--- src/rtl/qss_pkg.sv ---
package qss_pkg;
    localparam int WORD_W = 16;
    localparam int QDEPTH = 16;
    localparam int PTR_W  = $clog2(QDEPTH);
    localparam int CNT_W  = $clog2(WORD_W + 1);
    localparam int ADDR_W = PTR_W + 1;

    localparam logic [ADDR_W-1:0] ADDR_CTRL = ADDR_W'(0);
    localparam logic [ADDR_W-1:0] ADDR_QPTR = ADDR_W'(1);
    localparam logic [ADDR_W-1:0] ADDR_STAT = ADDR_W'(2);

    typedef enum logic [1:0] {
        ST_OFF,
        ST_ARMED,
        ST_XFER,
        ST_COMMIT
    } seq_state_t;

    typedef struct packed {
        logic [3:0] nbits_code;
        logic       cpha;
        logic       cpol;
        logic       irq_en;
        logic       wrap;
        logic       en;
    } ctrl_t;
endpackage

--- src/rtl/qss_sync.sv ---
module qss_sync #(
    parameter int           W      = 1,
    parameter int           STAGES = 2,
    parameter logic [W-1:0] INIT   = '0
) (
    input  logic         clk,
    input  logic         rst_n,
    input  logic [W-1:0] d,
    output logic [W-1:0] q
);
    logic [W-1:0] pipe [STAGES];

    always_ff @(posedge clk or negedge rst_n) begin
        if (!rst_n) begin
            for (int i = 0; i < STAGES; i++) pipe[i] <= INIT;
        end else begin
            pipe[0] <= d;
            for (int i = 1; i < STAGES; i++) pipe[i] <= pipe[i-1];
        end
    end

    assign q = pipe[STAGES-1];
endmodule

--- src/rtl/qss_shifter.sv ---
module qss_shifter #(
    parameter int  WORD_W = 16,
    localparam int CNT_W  = $clog2(WORD_W + 1),
    localparam int IDX_W  = $clog2(WORD_W)
) (
    input  logic              clk,
    input  logic              rst_n,
    input  logic              clr,
    input  logic              load,
    input  logic [WORD_W-1:0] load_word,
    input  logic              sample_en,
    input  logic              shift_en,
    input  logic              mosi,
    input  logic [CNT_W-1:0]  nbits,
    output logic              miso_bit,
    output logic [WORD_W-1:0] rx_word,
    output logic              done
);
    logic [WORD_W-1:0] tx_sr;
    logic [WORD_W-1:0] rx_sr;
    logic [CNT_W-1:0]  cnt;
    logic [CNT_W-1:0]  top_idx;

    always_ff @(posedge clk or negedge rst_n) begin
        if (!rst_n) begin
            tx_sr <= '0;
            rx_sr <= '0;
            cnt   <= '0;
            done  <= 1'b0;
        end else begin
            done <= 1'b0;
            if (load)
                tx_sr <= load_word;
            else if (shift_en && cnt != '0)
                tx_sr <= {tx_sr[WORD_W-2:0], 1'b0};
            if (clr) begin
                cnt <= '0;
            end else if (sample_en) begin
                rx_sr <= (cnt == '0) ? {{(WORD_W-1){1'b0}}, mosi}
                                     : {rx_sr[WORD_W-2:0], mosi};
                if (cnt + CNT_W'(1) == nbits) begin
                    cnt  <= '0;
                    done <= 1'b1;
                end else begin
                    cnt <= cnt + CNT_W'(1);
                end
            end
        end
    end

    assign top_idx  = nbits - CNT_W'(1);
    assign miso_bit = tx_sr[top_idx[IDX_W-1:0]];
    assign rx_word  = rx_sr;

    // a word can only complete on a sampling edge
    assert_done_after_sample_R5: assert property (@(posedge clk) disable iff (!rst_n)
        done |-> $past(sample_en));
    // the count never exceeds the programmed length while shifting
    assert_cnt_bound_R3: assert property (@(posedge clk) disable iff (!rst_n)
        (sample_en && !clr && $stable(nbits)) |=> (cnt < nbits));
endmodule

--- src/rtl/qss_regs.sv ---
module qss_regs
    import qss_pkg::*;
(
    input  logic              clk,
    input  logic              rst_n,
    input  logic              cpu_wr,
    input  logic              cpu_rd,
    input  logic [ADDR_W-1:0] cpu_addr,
    input  logic [WORD_W-1:0] cpu_wdata,
    output logic [WORD_W-1:0] cpu_rdata,
    input  logic [WORD_W-1:0] q_rdata,
    input  logic [PTR_W-1:0]  cpt,
    input  logic              set_flag,
    input  logic              stop_en,
    output ctrl_t             cfg,
    output logic [PTR_W-1:0]  start_ptr,
    output logic [PTR_W-1:0]  end_ptr,
    output logic              qptr_wr,
    output logic              q_we,
    output logic [PTR_W-1:0]  q_addr,
    output logic [WORD_W-1:0] q_wdata,
    output logic              flag,
    output logic              irq
);
    logic is_q;
    logic stat_wr;
    logic rd_seen;
    logic irq_en_q;
    logic irq_arm;

    assign is_q    = cpu_addr[ADDR_W-1];
    assign qptr_wr = cpu_wr && cpu_addr == ADDR_QPTR;
    assign stat_wr = cpu_wr && cpu_addr == ADDR_STAT;
    assign q_we    = cpu_wr && is_q;
    assign q_addr  = cpu_addr[PTR_W-1:0];
    assign q_wdata = cpu_wdata;

    always_comb begin
        cpu_rdata = '0;
        if (is_q) begin
            cpu_rdata = q_rdata;
        end else begin
            case (cpu_addr)
                ADDR_CTRL: cpu_rdata = WORD_W'({cfg.nbits_code, 3'b000, cfg.cpha,
                                                cfg.cpol, cfg.irq_en, cfg.wrap, cfg.en});
                ADDR_QPTR: cpu_rdata = WORD_W'({end_ptr, 4'b0000, start_ptr});
                ADDR_STAT: cpu_rdata = WORD_W'({cpt, 7'b0000000, flag});
                default:   cpu_rdata = '0;
            endcase
        end
    end

    always_ff @(posedge clk or negedge rst_n) begin
        if (!rst_n) begin
            cfg       <= '0;
            start_ptr <= '0;
            end_ptr   <= '0;
            flag      <= 1'b0;
            rd_seen   <= 1'b0;
            irq_en_q  <= 1'b0;
            irq_arm   <= 1'b0;
        end else begin
            irq_en_q <= cfg.irq_en;
            if (cpu_wr && cpu_addr == ADDR_CTRL) begin
                cfg.en         <= cpu_wdata[0];
                cfg.wrap       <= cpu_wdata[1];
                cfg.irq_en     <= cpu_wdata[2];
                cfg.cpol       <= cpu_wdata[3];
                cfg.cpha       <= cpu_wdata[4];
                cfg.nbits_code <= cpu_wdata[11:8];
            end
            if (stop_en) cfg.en <= 1'b0;
            if (qptr_wr) begin
                start_ptr <= cpu_wdata[PTR_W-1:0];
                end_ptr   <= cpu_wdata[8 +: PTR_W];
            end
            if (cpu_rd && cpu_addr == ADDR_STAT && flag) rd_seen <= 1'b1;
            if (set_flag) begin
                flag    <= 1'b1;
                irq_arm <= irq_arm | irq_en_q;
            end else if (stat_wr && !cpu_wdata[0] && rd_seen) begin
                flag    <= 1'b0;
                irq_arm <= 1'b0;
                rd_seen <= 1'b0;
            end
        end
    end

    assign irq = flag & irq_arm;

    // the flag only rises because the sequencer reported the end entry
    assert_flag_source_R9: assert property (@(posedge clk) disable iff (!rst_n)
        $rose(flag) |-> $past(set_flag));
    // the flag only falls after a zero write to status
    assert_flag_clear_R12: assert property (@(posedge clk) disable iff (!rst_n)
        $fell(flag) |-> $past(stat_wr && !cpu_wdata[0]));
    // a pending request is only withdrawn by clearing the flag
    assert_irq_hold_R11: assert property (@(posedge clk) disable iff (!rst_n)
        $fell(irq) |-> !flag);
endmodule

--- src/rtl/queued_spi_slave.sv ---
module queued_spi_slave
    import qss_pkg::*;
(
    input  logic              clk,
    input  logic              rst_n,
    input  logic              cpu_wr,
    input  logic              cpu_rd,
    input  logic [ADDR_W-1:0] cpu_addr,
    input  logic [WORD_W-1:0] cpu_wdata,
    output logic [WORD_W-1:0] cpu_rdata,
    output logic              irq,
    input  logic              sck,
    input  logic              mosi,
    input  logic              ss_n,
    output logic              miso,
    output logic              miso_oe
);
    seq_state_t state, nstate;

    logic sck_s, mosi_s, ss_s, sck_d;
    logic sck_edge, sample_en, shift_en;

    ctrl_t             cfg;
    logic [PTR_W-1:0]  start_ptr, end_ptr, q_addr;
    logic              qptr_wr, q_we, flag;
    logic [WORD_W-1:0] q_wdata, q_rdata;

    logic [WORD_W-1:0] tx_mem [QDEPTH];
    logic [WORD_W-1:0] rx_mem [QDEPTH];
    logic [PTR_W-1:0]  wptr, cpt, nxt_ptr, sel_ptr;
    logic              pend, at_end;

    logic [CNT_W-1:0]  nbits;
    logic [WORD_W-1:0] mask;
    logic              ld, shf_clr, rx_we, set_flag, stop_en;
    logic [WORD_W-1:0] ld_word, rx_word;
    logic              miso_bit, done;

    qss_sync #(.W(3), .STAGES(2), .INIT(3'b100)) u_sync (
        .clk  (clk),
        .rst_n(rst_n),
        .d    ({ss_n, mosi, sck}),
        .q    ({ss_s, mosi_s, sck_s})
    );

    qss_regs u_regs (
        .clk      (clk),
        .rst_n    (rst_n),
        .cpu_wr   (cpu_wr),
        .cpu_rd   (cpu_rd),
        .cpu_addr (cpu_addr),
        .cpu_wdata(cpu_wdata),
        .cpu_rdata(cpu_rdata),
        .q_rdata  (q_rdata),
        .cpt      (cpt),
        .set_flag (set_flag),
        .stop_en  (stop_en),
        .cfg      (cfg),
        .start_ptr(start_ptr),
        .end_ptr  (end_ptr),
        .qptr_wr  (qptr_wr),
        .q_we     (q_we),
        .q_addr   (q_addr),
        .q_wdata  (q_wdata),
        .flag     (flag),
        .irq      (irq)
    );

    qss_shifter #(.WORD_W(WORD_W)) u_shift (
        .clk      (clk),
        .rst_n    (rst_n),
        .clr      (shf_clr),
        .load     (ld),
        .load_word(ld_word),
        .sample_en(sample_en),
        .shift_en (shift_en),
        .mosi     (mosi_s),
        .nbits    (nbits),
        .miso_bit (miso_bit),
        .rx_word  (rx_word),
        .done     (done)
    );

    assign nbits     = {(cfg.nbits_code == 4'd0), cfg.nbits_code};
    assign mask      = (nbits == CNT_W'(WORD_W)) ? '1
                                                 : ((WORD_W'(1) << nbits) - WORD_W'(1));
    assign sck_edge  = sck_s != sck_d;
    assign sample_en = sck_edge && state == ST_XFER && (sck_s == !(cfg.cpol ^ cfg.cpha));
    assign shift_en  = sck_edge && state == ST_XFER && (sck_s == (cfg.cpol ^ cfg.cpha));
    assign at_end    = wptr == end_ptr;
    assign nxt_ptr   = (at_end && cfg.wrap) ? start_ptr : wptr + PTR_W'(1);
    assign sel_ptr   = pend ? start_ptr : wptr;
    assign q_rdata   = rx_mem[q_addr];
    assign miso      = miso_bit;

    // state register
    always_ff @(posedge clk or negedge rst_n) begin
        if (!rst_n) state <= ST_OFF;
        else        state <= nstate;
    end

    // next state
    always_comb begin
        nstate = state;
        unique case (state)
            ST_OFF:    if (cfg.en) nstate = ST_ARMED;
            ST_ARMED:  if (!cfg.en) nstate = ST_OFF;
                       else if (!ss_s) nstate = ST_XFER;
            ST_XFER:   if (!cfg.en) nstate = ST_OFF;
                       else if (done) nstate = ST_COMMIT;
                       else if (ss_s) nstate = ST_ARMED;
            ST_COMMIT: if ((at_end && !cfg.wrap) || !cfg.en) nstate = ST_OFF;
                       else if (ss_s) nstate = ST_ARMED;
                       else nstate = ST_XFER;
        endcase
    end

    // state outputs
    always_comb begin
        ld       = 1'b0;
        ld_word  = tx_mem[sel_ptr];
        shf_clr  = 1'b1;
        rx_we    = 1'b0;
        set_flag = 1'b0;
        stop_en  = 1'b0;
        miso_oe  = 1'b0;
        unique case (state)
            ST_OFF:    ;
            ST_ARMED:  ld = cfg.en && !ss_s;
            ST_XFER: begin
                shf_clr = 1'b0;
                miso_oe = 1'b1;
            end
            ST_COMMIT: begin
                shf_clr  = 1'b0;
                miso_oe  = 1'b1;
                rx_we    = 1'b1;
                ld       = 1'b1;
                ld_word  = tx_mem[nxt_ptr];
                set_flag = at_end;
                stop_en  = at_end && !cfg.wrap;
            end
        endcase
    end

    // queue position and storage
    always_ff @(posedge clk or negedge rst_n) begin
        if (!rst_n) begin
            sck_d <= 1'b0;
            wptr  <= '0;
            cpt   <= '0;
            pend  <= 1'b1;
            for (int i = 0; i < QDEPTH; i++) begin
                tx_mem[i] <= '0;
                rx_mem[i] <= '0;
            end
        end else begin
            sck_d <= sck_s;
            if (state == ST_ARMED && ld) begin
                wptr <= sel_ptr;
                pend <= 1'b0;
            end
            if (qptr_wr) pend <= 1'b1;
            if (rx_we) begin
                rx_mem[wptr] <= rx_word & mask;
                cpt          <= wptr;
                wptr         <= nxt_ptr;
            end
            if (q_we) tx_mem[q_addr] <= q_wdata;
        end
    end

    // a deselected slave releases MISO by the next cycle
    assert_release_R2: assert property (@(posedge clk) disable iff (!rst_n)
        ss_s |=> !miso_oe);
    // the completed index is the entry that was just stored
    assert_cpt_R5: assert property (@(posedge clk) disable iff (!rst_n)
        (state == ST_COMMIT) |=> (cpt == $past(wptr)));
    // end entry without wrap stops the block and drops enable
    assert_stop_R9: assert property (@(posedge clk) disable iff (!rst_n)
        (state == ST_COMMIT && at_end && !cfg.wrap) |=> (state == ST_OFF && !cfg.en));
    // wrap returns to the start index
    assert_wrap_R10: assert property (@(posedge clk) disable iff (!rst_n)
        (state == ST_COMMIT && at_end && cfg.wrap) |=> (wptr == $past(start_ptr)));
    // an aborted word leaves the position untouched
    assert_abort_R8: assert property (@(posedge clk) disable iff (!rst_n)
        (state == ST_XFER && nstate == ST_ARMED) |=> $stable(wptr));
endmodule

--- config.mk ---
export PLATFORM = sky130hd
export DESIGN_NAME = queued_spi_slave
export DESIGN_NICKNAME = d
export VERILOG_FILES = /design/src/rtl/qss_pkg.sv /design/src/rtl/qss_sync.sv /design/src/rtl/qss_shifter.sv /design/src/rtl/qss_regs.sv /design/src/rtl/queued_spi_slave.sv
export SDC_FILE = /design/constraint.sdc
export NUM_CORES = 1
export LEC_CHECK = 0
export BUFFER_PORTS_ARGS = -buffer_cell sky130_fd_sc_hd__buf_2
export CELL_PAD_IN_SITES_DETAIL_PLACEMENT = 1
export CELL_PAD_IN_SITES_GLOBAL_PLACEMENT = 2
export CORE_UTILIZATION = 44
export DETAILED_ROUTE_END_ITERATION = 7
export PLACE_DENSITY = 0.78
export SYNTH_ARGS = -nofsm -noshare
export SYNTH_HDL_FRONTEND = slang
export SYNTH_SLANG_ARGS = --single-unit
--- constraint.sdc ---
create_clock -name clk -period 6.56 [get_ports clk]
set_clock_uncertainty 0.05 [all_clocks]
set_input_delay 1.968 -clock clk [delete_from_list [all_inputs] [get_ports clk]]
set_output_delay 1.968 -clock clk [all_outputs]
set_load 0.01 [all_outputs]
==> results of run 1 <==
## routing by layer
metal  wire [microns]  vias to the layer above  global-route usage, %
met5               13                        -                      0
met4             2390                        2                   8.40
met3             5490                      168                   4.70
met2            45300                      610                   46.0
met1            42100                    11300                   39.8
li1                 -                     9118                      -
## metrics by stage
stage / utilization, % / setup slack [ns] / hold WS, ns
final: 50.1 / 0.253 / 0.301
after global routing: 50.1 / 0.0922 / 0.305
after CTS: 50.1 / 0.214 / 0.300
after detailed placement: 46.6 / 0.213 / 0.288
after global placement: 46.6 / 0.259 / 0.283
after floorplan: - / 0.411 / 0.281
## where the power goes
part	internal (uW)	total, uW	leakage, uW	switching, uW
logic	1520	3790	0.00596	2270
clock network	2380	3940	0.00113	1560
registers	4060	4480	0.00743	422
total	7960	12200	0.0145	4250
## cell families (layout without fill, tap and decap cells)
logic type | after synthesis | count (layout) | synth area share, %
xor gates and xnor gates | 17 | 17 | 0.549
and+or+nand+nor | 660 | 660 | 9.62
DFF | 589 | 589 | 49.8
other | 1 | 2 | 0.0127
AOI/OAI and AO/OA | 421 | 421 | 8.48
adders and majority gates | 12 | 12 | 0.507
muxes | 596 | 596 | 27.9
buffers and inverters | 222 | 254 | 3.14
## registers in the layout, indices dropped and copies added, names as in the netlist
register          count
u_regs.irq_arm        1
state                 2
u_regs.cfg            9
u_regs.flag           1
tx_mem              256
u_shift.rx_word      16
u_sync.pipe           3
u_shift.cnt           5
u_regs.rd_seen        1
u_regs.start_ptr      4
cpt                   4
sck_d                 1
wptr                  4
u_shift.tx_sr        16
u_shift.done          1
u_regs.end_ptr        4
pend                  1
u_regs.irq_en_q       1
rx_mem              256
u_sync.q              3
## worst max-delay path by stage
stage,startpoint,slack (ns),end,cells past startpoint
floorplan,cpu_addr[0],0.41,cpu_rdata[8],7
global placement,cpu_addr[0],0.26,cpu_rdata[0],7
detailed placement,cpu_addr[0],0.21,cpu_rdata[6],7
finish,cpu_addr[0],0.25,cpu_rdata[2],6
CTS,cpu_addr[0],0.21,cpu_rdata[6],7
global route,cpu_addr[0],0.09,cpu_rdata[14],7
## cells in the mapped netlist (4+ instances only)
cell,count
mux2i_1,82
dfrtp_1,586
a21oi_1,47
nor4_1,30
mux2_2,366
ha_1,12
o21ai_0,252
nor2b_1,10
and2_1,12
mux4_2,147
nand2b_1,8
o21a_1,5
clkbuf_1,150
a222oi_1,17
o22a_1,15
o22ai_1,21
buf_6,6
buf_4,5
nor2_1,122
inv_1,15
a31o_2,14
nor3_1,60
nand2_1,350
a211oi_1,16
a21o_1,4
xnor2_1,7
nand3_1,47
buf_1,21
buf_2,25
xor2_1,9
## final cells by class
type | instances | area, sq um | share of cell area [%]
Sequential cell | 589 | 14700 | 44.5
Multi-Input combinational cell | 1707 | 14100 | 42.6
Clock buffer | 105 | 2080 | 6.26
Tap cell | 864 | 1080 | 3.26
Timing Repair Buffer | 118 | 861 | 2.60
Clock inverter | 16 | 228 | 0.687
Inverter | 15 | 56.3 | 0.170
Antenna cell | 1 | 2.50 | 0.00755
## worst max-delay path, stage by stage
cell and delay, ns:
buf_4 0.44, mux4_2 0.58, mux4_2 0.48, a222oi_1 0.56, inv_1 0.08, buf_2 0.16
## layout by cell type, fill, tap and decap left out, types with 4 or more instances in the layout
master | netlist | routed
o22a_1 | 15 | 15
nand3_1 | 47 | 47
o21ai_0 | 252 | 250
a211oi_1 | 16 | 16
nor2b_1 | 10 | 10
a21o_1 | 4 | 4
buf_12 | 0 | 6
xor2_1 | 9 | 9
xnor2_1 | 7 | 7
buf_2 | 25 | 43
dfrtp_1 | 586 | 586
inv_1 | 15 | 15
ha_1 | 12 | 12
and2_1 | 12 | 12
nand2_1 | 350 | 348
clkbuf_1 | 150 | 18
mux4_2 | 147 | 147
clkbuf_8 | 0 | 15
mux2_2 | 366 | 366
clkinv_2 | 0 | 7
buf_4 | 5 | 68
nand2b_1 | 8 | 7
nor2_1 | 122 | 113
nor3_1 | 60 | 59
nor2_4 | 0 | 6
a21oi_1 | 47 | 46
a222oi_1 | 17 | 17
nor4_1 | 30 | 29
a31o_2 | 14 | 14
o22ai_1 | 21 | 21
mux2i_1 | 82 | 79
clkbuf_16 | 0 | 72
o21a_1 | 5 | 5
bufinv_16 | 0 | 5
==> impl_metrics.py, run 1 <==
metrics = {
    "global_route": {
        "grt_use_total_pct": 28.5,
        "grt_pass1_wl_microns": 145000,
        "grt_pass1_vias": 22600,
        "antenna_found_initial": 4,
        "grt_max_degree": 151,
        "grt.overflow.total": 0,
    },
    "place": {
        "io_buffers": 46,
        "place_area_sq_um": 30900,
        "gp_congestion": 0.814,
        "dp_cells": 3293,
        "hpwl_microns": 56500,
    },
    "hold_path": {
        "holdPathStages": 0,
        "hp-start": "u_sync.pipe[3]",
        "min-delay-path-class": "reg2reg",
        "hold_end": "u_sync.q[0]",
    },
    "setup_path": {
        "ff2ff_setup_slack_ns": 2.31,
        "crit_path_end_kind": "output pin",
        "r2r_end": "u_shift.tx_sr[14]",
        "r2r-start": "wptr[2]",
        "cp_data_arrival_time_ns": 4.29,
        "crit_fanout": 29,
        "reg2reg_depth": 8,
        "crit_required_ns": 4.54,
        "start_kind": "input pin",
        "path_class": "in2out",
    },
    "logic_synthesis": {
        "ys.flop_type": "dfrtp_1",
        "yosysTopAreaCell": "dfrtp_1",
        "async_flop_share_pct": 100,
        "ys_ff_latch": 589,
        "yosys.cell_types.count": 64,
        "syn_nets": 2558,
        "avgSynthCellArea_sq_um": 11.8,
        "synth_top_area_share_pct": 49.5,
        "synth_area_sq_um": 29600,
        "yosys_warnings": 0,
        "yosysSeqAreaShare_pct": 49.8,
        "netlist_instances": 2518,
        "synth_edf_count": 0,
        "netlist_top_cells_area": "dfrtp_1, mux2_2, mux4_2",
    },
    "power": {
        "power.total_uw": 12200,
        "power.density_nw_per_um2": 368,
        "worst_ir_drop_vdd_mv": 0.261,
        "leakagePower_uw": 0.0145,
    },
    "finish": {
        "instances_no_fill": 3415,
        "fin_area_sq_um": 33200,
        "fillers": 6769,
        "synthToLayoutAreaGrowth_pct": 12.0,
        "drive_gt1_share_pct": 30.7,
        "nets": 2540,
    },
    "floorplan": {
        "die_h_microns": 261,
        "ios": 47,
        "core_area_sq_um": 66200,
        "die-area_sq_um": 68300,
        "die_x_microns": 261,
        "initial_core_util_pct": 44.7,
        "row_count": 94,
    },
    "clock_network": {
        "insertion_delay_ns": 0.62,
        "cts_buffer_depth": 3,
        "cts_setup_buffers": 0,
        "cts_hold_buf": 0,
        "cts_tree": "yes",
        "htreeDepth": 3,
        "clockRootBuffer": "clkbuf_16",
        "cts.sinks": 589,
        "cts_buffers": 69,
        "clk_pin_slew_ns": 0.05,
        "cts_resized": 0,
    },
    "sta": {
        "tightest_slew_ns": 1.22,
        "setup-tns-final_ns": 0,
        "period_needed_ns": 6.31,
        "rsz0062_at_grt": "no",
        "hold_viol": 0,
        "slew_viol_final": 0,
        "slew_headroom_pct": 18.5,
        "period_share_pct": 96.1,
        "fmax_mhz": 159,
        "setup_viol": 0,
    },
    "status": {
        "status": "finished clean",
    },
    "drt": {
        "drtAntennaViolNets": 0,
        "vias": 21200,
        "drc": 0,
        "drt-pass1-iter-count": 6,
        "initialDrtViolationCount": 1846,
        "wl_per_cell_microns": 27.9,
        "wl_microns": 95200,
        "vias_per_cell": 6.21,
    },
    "job": {
        "maxCapViolations": 0,
    },
}
Power figures use the tool's default switching activity.
==> run 2, diff against run 1 <==
--- a/config.mk
+++ b/config.mk
@@ -8,9 +8,10 @@
 export BUFFER_PORTS_ARGS = -buffer_cell sky130_fd_sc_hd__buf_2
 export CELL_PAD_IN_SITES_DETAIL_PLACEMENT = 1
 export CELL_PAD_IN_SITES_GLOBAL_PLACEMENT = 2
-export CORE_UTILIZATION = 44
+export CORE_UTILIZATION = 46
+export CTS_BUF_LIST = sky130_fd_sc_hd__clkbuf_4
 export DETAILED_ROUTE_END_ITERATION = 7
-export PLACE_DENSITY = 0.78
+export PLACE_DENSITY = 0.81
 export SYNTH_ARGS = -nofsm -noshare
 export SYNTH_HDL_FRONTEND = slang
 export SYNTH_SLANG_ARGS = --single-unit
==> impl_metrics.py, run 2 (synthesized netlist as in run 1, its figures left out) <==
metrics = {
    "clock_network": {
        "cts_buffer_depth": 3,
        "clk_pin_slew_ns": 0.06,
        "htreeDepth": 4,
        "insertion_delay_ns": 1.01,
        "cts_hold_buf": 0,
        "clockRootBuffer": "clkbuf_4",
        "cts_buffers": 162,
        "cts_resized": 0,
        "cts_tree": "yes",
        "cts_setup_buffers": 0,
        "cts.sinks": 589,
    },
    "place": {
        "io_buffers": 46,
        "dp_cells": 3283,
        "hpwl_microns": 56300,
        "gp_congestion": 0.805,
        "place_area_sq_um": 30900,
    },
    "setup_path": {
        "start_kind": "input pin",
        "crit_fanout": 26,
        "critPathMostFrequentCell": "mux4_2",
        "critPathBufInv": 3,
        "reg2reg_depth": 8,
        "r2r_end": "u_shift.tx_sr[14]",
        "ff2ff_setup_slack_ns": 2.33,
        "crit_path_end_kind": "output pin",
        "r2r-start": "wptr[2]",
        "path_cells": "buf_4, buf_12, mux4_2, mux4_2, nand2_1, o21ai_0, buf_2",
        "cp_data_arrival_time_ns": 4.27,
        "path_class": "in2out",
        "cp_slowest_cell": "mux4_2",
        "crit_required_ns": 4.54,
        "max_stage_delay_ns": 0.51,
        "cp_top_family": "multiplexers",
    },
    "hold_path": {
        "min-delay-path-class": "reg2reg",
        "hold_end": "u_sync.q[1]",
        "hp-start": "u_sync.pipe[4]",
        "holdPathStages": 0,
    },
    "drt": {
        "vias": 22000,
        "drt-pass1-iter-count": 5,
        "initialDrtViolationCount": 1817,
        "wl_per_cell_microns": 26.5,
        "drc": 0,
        "wl_microns": 94400,
        "drtAntennaViolNets": 0,
        "vias_per_cell": 6.18,
    },
    "floorplan": {
        "die_x_microns": 256,
        "core_area_sq_um": 63300,
        "initial_core_util_pct": 46.8,
        "ios": 47,
        "die-area_sq_um": 65400,
        "row_count": 92,
        "die_h_microns": 256,
    },
    "global_route": {
        "grt.overflow.total": 0,
        "grt_pass1_vias": 23800,
        "grt_pass1_wl_microns": 146000,
        "antenna_found_initial": 6,
        "grt_use_total_pct": 29.5,
        "grt_max_degree": 183,
    },
    "power": {
        "p_comb_share_pct": 32.8,
        "p_int_uw": 7390,
        "p_clk_share_pct": 28.8,
        "leakagePower_uw": 0.0146,
        "p_sw_uw": 4280,
        "p_seq_share_pct": 38.4,
        "power.total_uw": 11700,
        "power.density_nw_per_um2": 355,
        "swShare_pct": 36.7,
        "worst_ir_drop_vdd_mv": 0.303,
    },
    "sta": {
        "period_share_pct": 95.8,
        "hold_ws_ns": 0.299,
        "hold_viol": 0,
        "period_needed_ns": 6.29,
        "slew_headroom_pct": 19.0,
        "fmax_mhz": 159,
        "slew_viol_final": 0,
        "tightest_slew_ns": 1.21,
        "setup-tns-final_ns": 0,
        "setup_viol": 0,
        "rsz0062_at_grt": "no",
    },
    "finish": {
        "drive_gt1_share_pct": 34.3,
        "layout_commonest_cell": "dfrtp_1",
        "synthToLayoutAreaGrowth_pct": 11.2,
        "fillers": 6699,
        "fin_area_sq_um": 32900,
        "instances_no_fill": 3558,
        "final_cell_mix": "dfrtp_1, mux2_2, nand2_1",
        "nets": 2641,
        "reg_top3": "rx_mem x256, tx_mem x256",
    },
    "job": {
        "maxCapViolations": 0,
    },
    "status": {
        "status": "finished clean",
    },
}
[run 2: layout make-up]
type,count,area [sq um],share of cell area [%]
inverters,15,56.3,0.171
clock buffers,226,1700,5.15
repair buffers,126,958,2.91
multi-input cells,1707,14100,42.8
well taps,846,1060,3.22
flip-flops and latches,589,14700,44.8
diodes,2,5.00,0.0152
clock inverters,47,315,0.958
[run 2: layer usage]
metal	GRT usage, %	share of wire, %	vias up
met5	0	0.032	-
met4	10.3	2.3	4
met3	5.21	5.6	159
met2	46.8	48	660
met1	41.2	44	11700
li1	-	-	9415
[run 2: worst max path at each step]
stage | start | endpoint | slack, ns | depth (start not counted)
2_1_floorplan | cpu_addr[0] | cpu_rdata[8] | 0.41 | 7
3_3_place_gp | cpu_addr[0] | cpu_rdata[8] | 0.30 | 7
3_5_place_dp | cpu_addr[0] | cpu_rdata[8] | 0.26 | 7
4_1_cts | cpu_addr[0] | cpu_rdata[8] | 0.26 | 7
5_1_grt | cpu_addr[0] | cpu_rdata[8] | 0.16 | 7
6_report | cpu_addr[0] | cpu_rdata[8] | 0.27 | 7
[run 2: power by group through the flow]
stage          combinational, uW  clock [uW]  sequential [uW]
2_1_floorplan               2700           0             4330
3_3_place_gp                3700           0             4480
3_5_place_dp                3790           0             4530
4_1_cts                     3810        3460             4460
5_1_grt                     4060        3630             4530
6_report                    3830        3370             4480
[run 2: stage by stage]
step                utilization, %  setup slack [ns]
floorplan                        -             0.411
finish                        52.0             0.275
CTS                           52.0             0.256
detailed placement            48.8             0.256
global placement              48.8             0.296
global route                  52.0             0.165
==> run 3, diff against run 2 <==
--- a/config.mk
+++ b/config.mk
@@ -8,10 +8,10 @@
 export BUFFER_PORTS_ARGS = -buffer_cell sky130_fd_sc_hd__buf_2
 export CELL_PAD_IN_SITES_DETAIL_PLACEMENT = 1
 export CELL_PAD_IN_SITES_GLOBAL_PLACEMENT = 2
-export CORE_UTILIZATION = 46
-export CTS_BUF_LIST = sky130_fd_sc_hd__clkbuf_4
+export CORE_UTILIZATION = 45
 export DETAILED_ROUTE_END_ITERATION = 7
-export PLACE_DENSITY = 0.81
+export PLACE_DENSITY = 0.79
 export SYNTH_ARGS = -nofsm -noshare
 export SYNTH_HDL_FRONTEND = slang
+export SYNTH_HIERARCHICAL = 1
 export SYNTH_SLANG_ARGS = --single-unit
==> impl_metrics.py, run 3 <==
metrics = {
    "logic_synthesis": {
        "async_flop_share_pct": 100,
        "synth_top_area_share_pct": 49.5,
        "syn_nets": 2483,
        "yosysSeqAreaShare_pct": 49.8,
        "synthTopCellsByCount": "dfrtp_1, nand2_1, o21ai_0",
        "yosys.cell_types.count": 80,
        "synth_edf_count": 0,
        "ys_ff_latch": 589,
        "synth_area_sq_um": 29600,
        "yosys_warnings": 6,
        "netlist_instances": 2444,
        "avgSynthCellArea_sq_um": 12.1,
        "synth_most_common_cell": "dfrtp_1",
        "ys.flop_type": "dfrtp_1",
        "yosysTopAreaCell": "dfrtp_1",
        "netlist_top_cells_area": "dfrtp_1, mux4_2, mux2_2",
    },
    "global_route": {
        "grt_pass1_vias": 22100,
        "antenna_found_initial": 0,
        "grt_max_degree": 126,
        "grt.overflow.total": 0,
        "grt_use_total_pct": 27.7,
        "grt_pass1_wl_microns": 139000,
    },
    "place": {
        "dp_cells": 3171,
        "place_area_sq_um": 30500,
        "hpwl_microns": 53900,
        "gp_congestion": 0.785,
        "io_buffers": 46,
    },
    "finish": {
        "nets": 2426,
        "synthToLayoutAreaGrowth_pct": 10.7,
        "fin_area_sq_um": 32800,
        "instances_no_fill": 3298,
        "reg_top3": "rx_mem x256, tx_mem x256",
        "final_cell_mix": "dfrtp_1, nand2_1, o21ai_0",
        "layout_commonest_cell": "dfrtp_1",
        "drive_gt1_share_pct": 30.1,
        "antenna_cells": 0,
    },
    "sta": {
        "setup-tns-final_ns": 0,
        "fmax_mhz": 158,
        "rsz0062_at_grt": "no",
        "slew_headroom_pct": 17.4,
        "tightest_slew_ns": 1.23,
        "period_needed_ns": 6.32,
        "setup_viol": 0,
        "hold_viol": 0,
        "period_share_pct": 96.4,
        "slew_viol_final": 0,
    },
    "setup_path": {
        "r2r-start": "u_regs/cfg[8]",
        "cp_data_arrival_time_ns": 4.30,
        "crit_required_ns": 4.54,
        "reg2reg_depth": 10,
        "crit_fanout": 38,
        "crit_path_end_kind": "output pin",
        "start_kind": "input pin",
        "r2r_end": "rx_mem[120]",
        "ff2ff_setup_slack_ns": 2.59,
        "path_class": "in2out",
    },
    "floorplan": {
        "die-area_sq_um": 66800,
        "initial_core_util_pct": 45.8,
        "die_x_microns": 259,
        "row_count": 93,
        "ios": 47,
        "core_area_sq_um": 64700,
        "die_h_microns": 259,
    },
    "power": {
        "p_clk_share_pct": 32.0,
        "power.density_nw_per_um2": 377,
        "power.total_uw": 12400,
        "p_sw_uw": 4200,
        "leakagePower_uw": 0.0143,
        "p_comb_share_pct": 31.6,
        "p_seq_share_pct": 36.4,
        "worst_ir_drop_vdd_mv": 0.293,
        "swShare_pct": 34.0,
        "p_int_uw": 8150,
    },
    "clock_network": {
        "htreeDepth": 3,
        "cts_hold_buf": 0,
        "cts_resized": 0,
        "cts_buffer_depth": 3,
        "cts_setup_buffers": 0,
        "cts.sinks": 589,
        "clockRootBuffer": "clkbuf_16",
        "clk_pin_slew_ns": 0.05,
        "cts_buffers": 69,
        "cts_tree": "yes",
        "insertion_delay_ns": 0.62,
    },
    "drt": {
        "vias_per_cell": 6.12,
        "drc": 0,
        "vias": 20200,
        "wl_microns": 90100,
        "initialDrtViolationCount": 1487,
        "drt-pass1-iter-count": 7,
        "wl_per_cell_microns": 27.3,
        "drtAntennaViolNets": 0,
    },
    "hold_path": {
        "hold_end": "u_sync/q[0]",
        "hp-start": "u_sync/pipe[3]",
        "min-delay-path-class": "reg2reg",
        "holdPathStages": 0,
    },
    "job": {
        "maxCapViolations": 0,
    },
    "status": {
        "status": "finished clean",
    },
}
-- run 3: cell count changes after synthesis, moves of 15 or more --
cell / before / now
nor4_1: 30 / 0
a21oi_1: 47 / 11
mux2i_1: 82 / 67
mux2_2: 366 / 291
nand3_1: 47 / 70
mux4_2: 147 / 179
buf_4: 5 / 31
o21ai_0: 252 / 307
a211o_1: 0 / 18
and3_1: 1 / 27
nor2_1: 122 / 39
nor3_1: 60 / 7
a222oi_1: 17 / 0
-- run 3: cell families (layout without fill, tap and decap cells) --
group	after synthesis	in the layout	synth area share, %
buf+inv	247	246	3.93
mux	539	539	27.0
compound gates	450	450	8.86
flops	589	589	49.8
fa+ha+maj	11	11	0.465
simple gates	592	592	9.30
xor+xnor	16	16	0.625
-- run 3: power groups by stage --
stage | clock (uW) | sequential [uW] | combinational, uW
detailed placement | 0 | 4550 | 3890
floorplan | 0 | 4340 | 2960
global route | 4160 | 4550 | 4180
global placement | 0 | 4510 | 3810
CTS | 4040 | 4490 | 3920
finish | 3950 | 4500 | 3900
-- run 3: layer usage --
metal	global-route usage [%]	part of all wire, %
met3	4.34	4.4
met1	35.8	42
met5	0	0
met2	46.8	50
met4	11.0	3.8
-- run 3: area by class of cell --
cell class / count / area (sq um)
clock buffers: 97 / 1970
repair buffers: 103 / 748
inverters: 16 / 60.1
flip-flops and latches: 589 / 14700
fillers: 6651 / 31900
well taps: 855 / 1070
multi-input cells: 1608 / 13800
clock inverters: 30 / 349
-- run 3: per-stage QoR --
step	setup slack, ns	utilization, %	hold slack (ns)
6_report	0.238	50.7	0.298
5_1_grt	0.0762	50.7	0.309
4_1_cts	0.181	50.7	0.304
3_5_place_dp	0.184	47.1	0.290
3_3_place_gp	0.224	47.1	0.290
2_1_floorplan	0.235	-	0.281
-- run 3: worst max-delay path: stages --
cell     delay, ns
buf_4         0.49
mux4_2        0.58
mux4_2        0.50
a32o_1        0.22
a211o_1       0.32
buf_2         0.18
-- run 3: how the worst max path moves through the flow --
stage / start / to / slack, ns / depth (start not counted)
after floorplan: cpu_addr[0] / cpu_rdata[0] / 0.24 / 7
after global placement: cpu_addr[0] / cpu_rdata[14] / 0.22 / 7
after detailed placement: cpu_addr[0] / cpu_rdata[12] / 0.18 / 7
after CTS: cpu_addr[0] / cpu_rdata[12] / 0.18 / 7
after global routing: cpu_addr[0] / cpu_rdata[12] / 0.08 / 7
final: cpu_addr[0] / cpu_rdata[9] / 0.24 / 6
